$ cat config.mk
export PLATFORM = sky130hd
export DESIGN_NAME = dmareg_ctl
export DESIGN_NICKNAME = d
export VERILOG_FILES = /design/src/rtl/dmareg_pkg.sv /design/src/rtl/dmareg_cmd.sv /design/src/rtl/dmareg_status.sv /design/src/rtl/dmareg_scratch.sv /design/src/rtl/dmareg_base.sv /design/src/rtl/dmareg_ctl.sv
export SDC_FILE = /design/constraint.sdc
export NUM_CORES = 1
export LEC_CHECK = 0
export BUFFER_PORTS_ARGS = -buffer_cell sky130_fd_sc_hd__buf_2
export CAP_MARGIN = 20
export CORE_AREA = 5 5 82 84
export CTS_CLUSTER_DIAMETER = 40
export DETAILED_ROUTE_END_ITERATION = 12
export DIE_AREA = 0 0 87 89
export SYNTH_ARGS = -nofsm -noshare
export SYNTH_HDL_FRONTEND = slang
export SYNTH_SLANG_ARGS = --single-unit
$ cat constraint.sdc
create_clock -name clk_i -period 2.4 [get_ports clk_i]
set_input_delay 0.48 -clock clk_i [delete_from_list [all_inputs] [get_ports clk_i]]
set_output_delay 0.48 -clock clk_i [all_outputs]
set_load 0.1 [all_outputs]
$ cat src/rtl/dmareg_pkg.sv
package dmareg_pkg;

    localparam int unsigned WORD_W    = 32;
    localparam int unsigned LANES     = WORD_W / 8;

    // bit positions in the command/status word
    localparam int unsigned POS_EN    = 0;
    localparam int unsigned POS_DIR   = 3;
    localparam int unsigned POS_PEER  = 14;
    localparam int unsigned POS_WDOG  = 15;
    localparam int unsigned POS_ACT   = 16;
    localparam int unsigned POS_ERR   = 17;
    localparam int unsigned POS_IRQ   = 18;

    // scratch field
    localparam int unsigned SCR_LO    = 8;
    localparam int unsigned SCR_W     = 6;
    localparam int unsigned SCR_SLICE = 2;
    localparam int unsigned SCR_NSL   = SCR_W / SCR_SLICE;

    // descriptor base alignment
    localparam int unsigned BASE_ALIGN = 2;

    typedef enum logic [1:0] {
        CLR_NEVER = 2'd0,
        CLR_BUS   = 2'd1,
        CLR_DEEP  = 2'd2
    } clr_kind_e;

    typedef struct packed {
        logic active;
        logic done;
        logic dev_irq;
        logic bus_err;
        logic wdog_own;
        logic wdog_peer;
        logic peer_irq;
    } hw_evt_t;

    typedef struct packed {
        logic             en;
        logic             dir;
        logic             act;
        logic             err;
        logic             irq;
        logic             wdog;
        logic             peer_irq;
        logic [SCR_W-1:0] scratch;
    } cmd_view_t;

    // reset class of each scratch slice, lowest slice first
    function automatic clr_kind_e slice_kind(input int unsigned idx);
        case (idx)
            0:       return CLR_DEEP;
            1:       return CLR_BUS;
            default: return CLR_NEVER;
        endcase
    endfunction

    function automatic logic [WORD_W-1:0] pack_cmd_word(input cmd_view_t v);
        logic [WORD_W-1:0] w;
        w = '0;
        w[POS_EN]                   = v.en;
        w[POS_DIR]                  = v.dir;
        w[SCR_LO +: SCR_W]          = v.scratch;
        w[POS_PEER]                 = v.peer_irq;
        w[POS_WDOG]                 = v.wdog;
        w[POS_ACT]                  = v.act;
        w[POS_ERR]                  = v.err;
        w[POS_IRQ]                  = v.irq;
        return w;
    endfunction

endpackage

$ cat src/rtl/dmareg_cmd.sv
module dmareg_cmd
    import dmareg_pkg::*;
(
    input  logic clk_i,
    input  logic ctl_rst_i,
    input  logic we_i,
    input  logic en_wr_i,
    input  logic dir_wr_i,
    input  logic active_i,
    input  logic tf_access_i,
    output logic en_o,
    output logic dir_o,
    output logic abort_o,
    output logic tf_abort_o
);

    logic en_q, dir_q, abort_q;
    logic en_d;

    always_comb begin
        en_d = en_q;
        if (we_i) en_d = en_wr_i;
    end

    always_ff @(posedge clk_i) begin
        if (ctl_rst_i) begin
            en_q    <= 1'b0;
            dir_q   <= 1'b0;
            abort_q <= 1'b0;
        end else begin
            en_q    <= en_d;
            if (we_i) dir_q <= dir_wr_i;
            abort_q <= en_q & ~en_d & active_i;
        end
    end

    assign en_o       = en_q;
    assign dir_o      = dir_q;
    assign abort_o    = abort_q;
    assign tf_abort_o = tf_access_i & en_q;

    assert_abort_single_R2: assert property (@(posedge clk_i) disable iff (ctl_rst_i)
        abort_o |=> !abort_o);

    assert_abort_cause_R2: assert property (@(posedge clk_i) disable iff (ctl_rst_i)
        $rose(abort_o) |-> (!en_o && $past(en_o) && $past(active_i)));

endmodule

$ cat src/rtl/dmareg_status.sv
module dmareg_status
    import dmareg_pkg::*;
(
    input  logic    clk_i,
    input  logic    ctl_rst_i,
    input  logic    en_i,
    input  hw_evt_t evt_i,
    input  logic    clr_err_i,
    input  logic    clr_irq_i,
    output logic    act_o,
    output logic    err_o,
    output logic    irq_o,
    output logic    wdog_o,
    output logic    peer_irq_o
);

    logic err_q, irq_q;
    logic err_set, irq_set;

    assign err_set = evt_i.bus_err & en_i;
    assign irq_set = evt_i.dev_irq | evt_i.done;

    always_ff @(posedge clk_i) begin
        if (ctl_rst_i) begin
            err_q <= 1'b0;
            irq_q <= 1'b0;
        end else begin
            // hardware set wins over software clear
            if (err_set)        err_q <= 1'b1;
            else if (clr_err_i) err_q <= 1'b0;

            if (!en_i)          irq_q <= evt_i.dev_irq;
            else if (irq_set)   irq_q <= 1'b1;
            else if (clr_irq_i) irq_q <= 1'b0;
        end
    end

    assign act_o      = evt_i.active & en_i;
    assign err_o      = err_q;
    assign irq_o      = irq_q;
    assign wdog_o     = evt_i.wdog_own | evt_i.wdog_peer;
    assign peer_irq_o = evt_i.peer_irq;

    assert_err_sticky_R5: assert property (@(posedge clk_i) disable iff (ctl_rst_i)
        (evt_i.bus_err && en_i) |=> err_o);

    assert_irq_track_R6: assert property (@(posedge clk_i) disable iff (ctl_rst_i)
        !en_i |=> (irq_o == $past(evt_i.dev_irq)));

    assert_irq_event_R6: assert property (@(posedge clk_i) disable iff (ctl_rst_i)
        (en_i && (evt_i.dev_irq || evt_i.done)) |=> irq_o);

endmodule

$ cat src/rtl/dmareg_scratch.sv
module dmareg_scratch
    import dmareg_pkg::*;
#(
    parameter int unsigned WIDTH = SCR_W,
    parameter int unsigned SLICE = SCR_SLICE
) (
    input  logic             clk_i,
    input  logic             por_rst_i,
    input  logic             bus_rst_i,
    input  logic             deep_i,
    input  logic             we_i,
    input  logic [WIDTH-1:0] wdata_i,
    output logic [WIDTH-1:0] scr_o
);

    localparam int unsigned NSL = WIDTH / SLICE;

    for (genvar s = 0; s < NSL; s++) begin : g_slice
        localparam clr_kind_e KIND = slice_kind(s);
        logic [SLICE-1:0] q;

        if (KIND == CLR_BUS) begin : g_bus
            always_ff @(posedge clk_i) begin
                if (por_rst_i || bus_rst_i) q <= '0;
                else if (we_i)              q <= wdata_i[s*SLICE +: SLICE];
            end
        end else if (KIND == CLR_DEEP) begin : g_deep
            always_ff @(posedge clk_i) begin
                if (deep_i)    q <= '0;
                else if (we_i) q <= wdata_i[s*SLICE +: SLICE];
            end
        end else begin : g_keep
            always_ff @(posedge clk_i) begin
                if (we_i) q <= wdata_i[s*SLICE +: SLICE];
            end
        end

        assign scr_o[s*SLICE +: SLICE] = q;
    end

    assert_keep_bus_R8: assert property (@(posedge clk_i)
        ((bus_rst_i || por_rst_i) && !we_i && !deep_i) |=> $stable(scr_o[SLICE-1:0]));

endmodule

$ cat src/rtl/dmareg_base.sv
module dmareg_base
    import dmareg_pkg::*;
#(
    parameter int unsigned WIDTH = WORD_W,
    parameter int unsigned ALIGN = BASE_ALIGN
) (
    input  logic                 clk_i,
    input  logic                 ctl_rst_i,
    input  logic                 we_i,
    input  logic [WIDTH/8-1:0]   be_i,
    input  logic [WIDTH-1:0]     wdata_i,
    output logic [WIDTH-1:0]     base_o
);

    localparam int unsigned NL = WIDTH / 8;

    logic [WIDTH-1:0] q;

    for (genvar l = 0; l < NL; l++) begin : g_lane
        always_ff @(posedge clk_i) begin
            if (ctl_rst_i)            q[l*8 +: 8] <= '0;
            else if (we_i && be_i[l]) q[l*8 +: 8] <= wdata_i[l*8 +: 8];
        end
    end

    assign base_o = {q[WIDTH-1:ALIGN], {ALIGN{1'b0}}};

    assert_base_reset_R10: assert property (@(posedge clk_i)
        $past(ctl_rst_i) |-> (base_o == '0));

endmodule

$ cat src/rtl/dmareg_ctl.sv
module dmareg_ctl
    import dmareg_pkg::*;
#(
    parameter int unsigned REG_AW  = 3,
    parameter int unsigned OFS_CMD = 0,
    parameter int unsigned OFS_PRD = 4
) (
    input  logic              clk_i,
    input  logic              rst_i,
    input  logic              pci_rst_i,
    input  logic              d3_enter_i,
    input  logic              reg_wr_i,
    input  logic [REG_AW-1:0] reg_addr_i,
    input  logic [3:0]        reg_be_i,
    input  logic [31:0]       reg_wdata_i,
    output logic [31:0]       reg_rdata_o,
    input  logic              dma_active_i,
    input  logic              dma_done_i,
    input  logic              dev_irq_i,
    input  logic              bus_err_i,
    input  logic              wdog_own_i,
    input  logic              wdog_peer_i,
    input  logic              peer_irq_i,
    input  logic              tf_access_i,
    output logic              bm_en_o,
    output logic              bm_dir_o,
    output logic              abort_o,
    output logic              tf_abort_o
);

    localparam logic [REG_AW-1:0] A_CMD = REG_AW'(OFS_CMD);
    localparam logic [REG_AW-1:0] A_PRD = REG_AW'(OFS_PRD);

    logic ctl_rst;
    logic sel_cmd, sel_prd;
    logic we_cmd_l0, we_cmd_l1, we_cmd_l2, we_prd;
    logic clr_err, clr_irq;
    logic [WORD_W-1:0] base_w;
    logic [SCR_W-1:0]  scr_w;
    hw_evt_t   evt;
    cmd_view_t view;
    logic      unused_wd1;

    assign ctl_rst  = rst_i | pci_rst_i;
    assign sel_cmd  = (reg_addr_i == A_CMD);
    assign sel_prd  = (reg_addr_i == A_PRD);

    assign we_cmd_l0 = reg_wr_i & sel_cmd & reg_be_i[0];
    assign we_cmd_l1 = reg_wr_i & sel_cmd & reg_be_i[1];
    assign we_cmd_l2 = reg_wr_i & sel_cmd & reg_be_i[2];
    assign we_prd    = reg_wr_i & sel_prd;
    assign clr_err   = we_cmd_l2 & reg_wdata_i[POS_ERR];
    assign clr_irq   = we_cmd_l2 & reg_wdata_i[POS_IRQ];
    assign unused_wd1 = reg_wdata_i[1];

    assign evt = '{active:    dma_active_i,
                   done:      dma_done_i,
                   dev_irq:   dev_irq_i,
                   bus_err:   bus_err_i,
                   wdog_own:  wdog_own_i,
                   wdog_peer: wdog_peer_i,
                   peer_irq:  peer_irq_i};

    dmareg_cmd u_cmd (
        .clk_i       (clk_i),
        .ctl_rst_i   (ctl_rst),
        .we_i        (we_cmd_l0),
        .en_wr_i     (reg_wdata_i[POS_EN]),
        .dir_wr_i    (reg_wdata_i[POS_DIR]),
        .active_i    (dma_active_i),
        .tf_access_i (tf_access_i),
        .en_o        (view.en),
        .dir_o       (view.dir),
        .abort_o     (abort_o),
        .tf_abort_o  (tf_abort_o)
    );

    dmareg_status u_status (
        .clk_i      (clk_i),
        .ctl_rst_i  (ctl_rst),
        .en_i       (view.en),
        .evt_i      (evt),
        .clr_err_i  (clr_err),
        .clr_irq_i  (clr_irq),
        .act_o      (view.act),
        .err_o      (view.err),
        .irq_o      (view.irq),
        .wdog_o     (view.wdog),
        .peer_irq_o (view.peer_irq)
    );

    dmareg_scratch #(.WIDTH(SCR_W), .SLICE(SCR_SLICE)) u_scr (
        .clk_i     (clk_i),
        .por_rst_i (rst_i),
        .bus_rst_i (pci_rst_i),
        .deep_i    (d3_enter_i),
        .we_i      (we_cmd_l1),
        .wdata_i   (reg_wdata_i[SCR_LO +: SCR_W]),
        .scr_o     (scr_w)
    );

    assign view.scratch = scr_w;

    dmareg_base #(.WIDTH(WORD_W), .ALIGN(BASE_ALIGN)) u_base (
        .clk_i     (clk_i),
        .ctl_rst_i (ctl_rst),
        .we_i      (we_prd),
        .be_i      (reg_be_i),
        .wdata_i   (reg_wdata_i),
        .base_o    (base_w)
    );

    always_comb begin
        reg_rdata_o = '0;
        if (sel_cmd)      reg_rdata_o = pack_cmd_word(view);
        else if (sel_prd) reg_rdata_o = base_w;
    end

    assign bm_en_o  = view.en;
    assign bm_dir_o = view.dir;

    assert_tf_refuse_R3: assert property (@(posedge clk_i) disable iff (ctl_rst)
        (tf_access_i && bm_en_o) |-> tf_abort_o);

    assert_tf_idle_R3: assert property (@(posedge clk_i) disable iff (ctl_rst)
        !bm_en_o |-> !tf_abort_o);

    assert_act_gate_R4: assert property (@(posedge clk_i) disable iff (ctl_rst)
        (sel_cmd && !bm_en_o) |-> !reg_rdata_o[POS_ACT]);

endmodule

==> flow_metrics.env <==
export IMPL_post_synth_main_area_contributors="dfxtp_1 41%, nand3_1 10%, a21oi_1 9.5%"
export IMPL_final_core_util_pct=49.7
export IMPL_fin_total_pwr_mw=1.39
export IMPL_syn_num_nets=285
export IMPL_layout_cell_area_non_filler_um2=2910
export IMPL_ios=88
export IMPL_rsz0062_at_grt="false"
export IMPL_netlist_instances=233
export IMPL_finalClockSkew_ns=0.000542
export IMPL_grt_usage_pct=14.1
export IMPL_via_count=1914
export IMPL_drt_iter0_markers=94
export IMPL_yosysSeqAreaShare_pct=44.2
export IMPL_timing_max_cap_violations=0
export IMPL_post_cts_hold_buffer_count=0
export IMPL_timing_max_transition_violations_final=0
export IMPL_post_dp_cell_area_um2=2800
export IMPL_cts_max_path_buffers=2
export IMPL_routed_via_density=5.01
export IMPL_critPathMaxFanout=21
export IMPL_initial_utilization_pct=32.5
export IMPL_status="complete, no violations"
export IMPL_die_area_um2=7740
export IMPL_gp_congestion=0.769
export IMPL_wl_um=5490
export IMPL_hold_viol_final=0
export IMPL_antenna_left=0
export IMPL_cts_tree="yes"
export IMPL_rows=28
export IMPL_post_cts_resize_count=0
export IMPL_wire_per_inst_um=14.4
export IMPL_netlist_top_cell_by_area="dfxtp_1"
export IMPL_fillers=554
export IMPL_synth_cell_type_count=24
export IMPL_power_density_cells_nw_per_um2=478
export IMPL_detail_route_drc_violations=0
export IMPL_fin_tns_setup_ns=0
export IMPL_cts_buffers_inserted=5
export IMPL_end_kind="output pin"
export IMPL_post_synth_cell_area_avg_um2=8.16
export IMPL_timing_fmax_mhz=487
export IMPL_antenna_diode_count=0
export IMPL_min_path_type="in2reg"
export IMPL_area_growth_pct=53.0
export IMPL_postCtsSetupBuffers=0
export IMPL_synthDominantCellAreaShare_pct=41.1
export IMPL_synth_area_um2=1900
export IMPL_grt_overflow_total=0
export IMPL_yosysWarningCount=0
export IMPL_drive_gt1_share_pct=32.6
export IMPL_root_buffer_cell="clkbuf_8"
export IMPL_clock_latency_ns=0.29
export IMPL_grt_pass1_vias=1787
export IMPL_grt_pass1_wl_um=8670
export IMPL_drtPass1Iterations=4
export IMPL_antenna_found_initial=0
export IMPL_cts_sinks=41
export IMPL_layout_min_cycle_time_ns=2.05
export IMPL_irDropWorstVdd_uv=218
export IMPL_placement_io_buffers=85
export IMPL_grt_max_degree=42
export IMPL_cp_data_required_time_ns=1.92
export IMPL_critical_path_arrival_ns=1.57
export IMPL_core_region_area_um2=5850
export IMPL_die_height_um=89
export IMPL_synth_seq_cells=41
export IMPL_power_leakage_nw=1.09
export IMPL_fin_crit_sh_pct=85.5
export IMPL_die_width_um=87
export IMPL_htree_num_levels=2
export IMPL_worst_setup_path_type="in2out"
export IMPL_actual_transition_at_the_worst_max_transition_pin_ns=0.719
export IMPL_nets=358
export IMPL_clkSlewWorstSetupHoldPaths_ns=0.08
export IMPL_setup_viol=0
export IMPL_dp_final_hpwl_um=3880
export IMPL_worst_setup_path_start_kind="input pin"
export IMPL_slew_headroom_pct=52.1
[through the flow]
step           setup slack (ns)  hold WS, ns  std cells
2_1_floorplan            0.0715        0.436        233
3_3_place_gp              0.399        0.448        374
3_5_place_dp              0.353        0.458        374
4_1_cts                   0.350        0.352        382
5_1_grt                   0.289        0.342        382
6_report                  0.349        0.366        382
[kinds of logic (layout without fill, tap and decap cells)]
family,Yosys count,after routing,synth area share [%]
AOI/OAI and AO/OA,86,86,24.6
and+or+nand+nor,83,83,24.4
DFF,41,41,44.2
buffers and inverters,22,96,6.58
other,1,1,0.197
[flip-flops by register name, indices dropped and copies added (netlist names)]
register,count
u_cmd.abort_o,1
u_base.base_o,30
u_status.err_o,1
u_scr.g_slice.q,6
u_cmd.en_o,1
u_cmd.dir_o,1
u_status.irq_o,1
[synthesized netlist by cell type (all sizes together)]
cell type and count:
edfxtp 2, nand2 9, o21ai 40, a21oi 36, buf 13, a22o 10
nor3 1, or2 1, nand3 39, and3 2, nor3b 1, nor2 2
dfxtp 39, or3b 1, conb 1, nor4 1, and2 25, clkbuf 9
or3 1
[area by class of cell]
type,count,area [um2],area share [%]
multi-input combinational,170,942,32.4
timing repair buffer,88,926,31.8
sequential,41,842,28.9
tap,75,93.8,3.22
clock buffer,6,72.6,2.49
clock inverter,2,33.8,1.16
[layout by cell type, fill, tap and decap left out, types with 2 or more instances in the layout]
cell	instances
nor2_1	2
clkbuf_8	5
and3_1	2
a21oi_1	36
buf_12	32
and2_1	23
buf_2	54
a22o_1	10
dfxtp_1	38
buf_4	2
nand3_1	39
o21ai_0	10
edfxtp_1	2
and2_0	2
o21ai_1	30
nand2_1	9
[routing by layer]
layer	share of wire, %	track usage (%)	wire, um	vias up
met5	0	0	0	-
met4	0.95	3.82	52	0
met3	10	5.62	573	5
met2	46	22.9	2550	66
met1	42	17.4	2310	875
li1	-	-	-	968
[worst paths after layout]
path | endpoint | startpoint | slack (ns) | cells after the start
max | reg_rdata_o[16] | reg_addr_i[1] | 0.35 | 6
min | u_scr.g_slice[0].q[1]$_SDFFE_PP0P_ | d3_enter_i | 0.37 | 2
max reg2reg | u_cmd.abort_o$_SDFF_PP0_ | u_cmd.en_o$_SDFF_PP0_ | 1.55 | 2
min reg2reg | u_status.err_o$_SDFFE_PP0P_ | u_status.err_o$_SDFFE_PP0P_ | 0.46 | 2
[where the power goes]
group / switching, mW / total (mW) / leakage [nW] / internal (mW)
sequential: 0.00188 / 0.691 / 0.333 / 0.689
clock: 0.231 / 0.538 / 0.0528 / 0.307
combinational: 0.107 / 0.162 / 0.707 / 0.0552
total: 0.340 / 1.39 / 1.09 / 1.05
[worst max-delay path: stages]
cell     delay [ns]
buf_2          0.14
nor3_2         0.18
buf_4          0.28
nand3_1        0.16
nand2_1        0.15
buf_12         0.19
No activity file was read; power rests on OpenSTA's default activity.
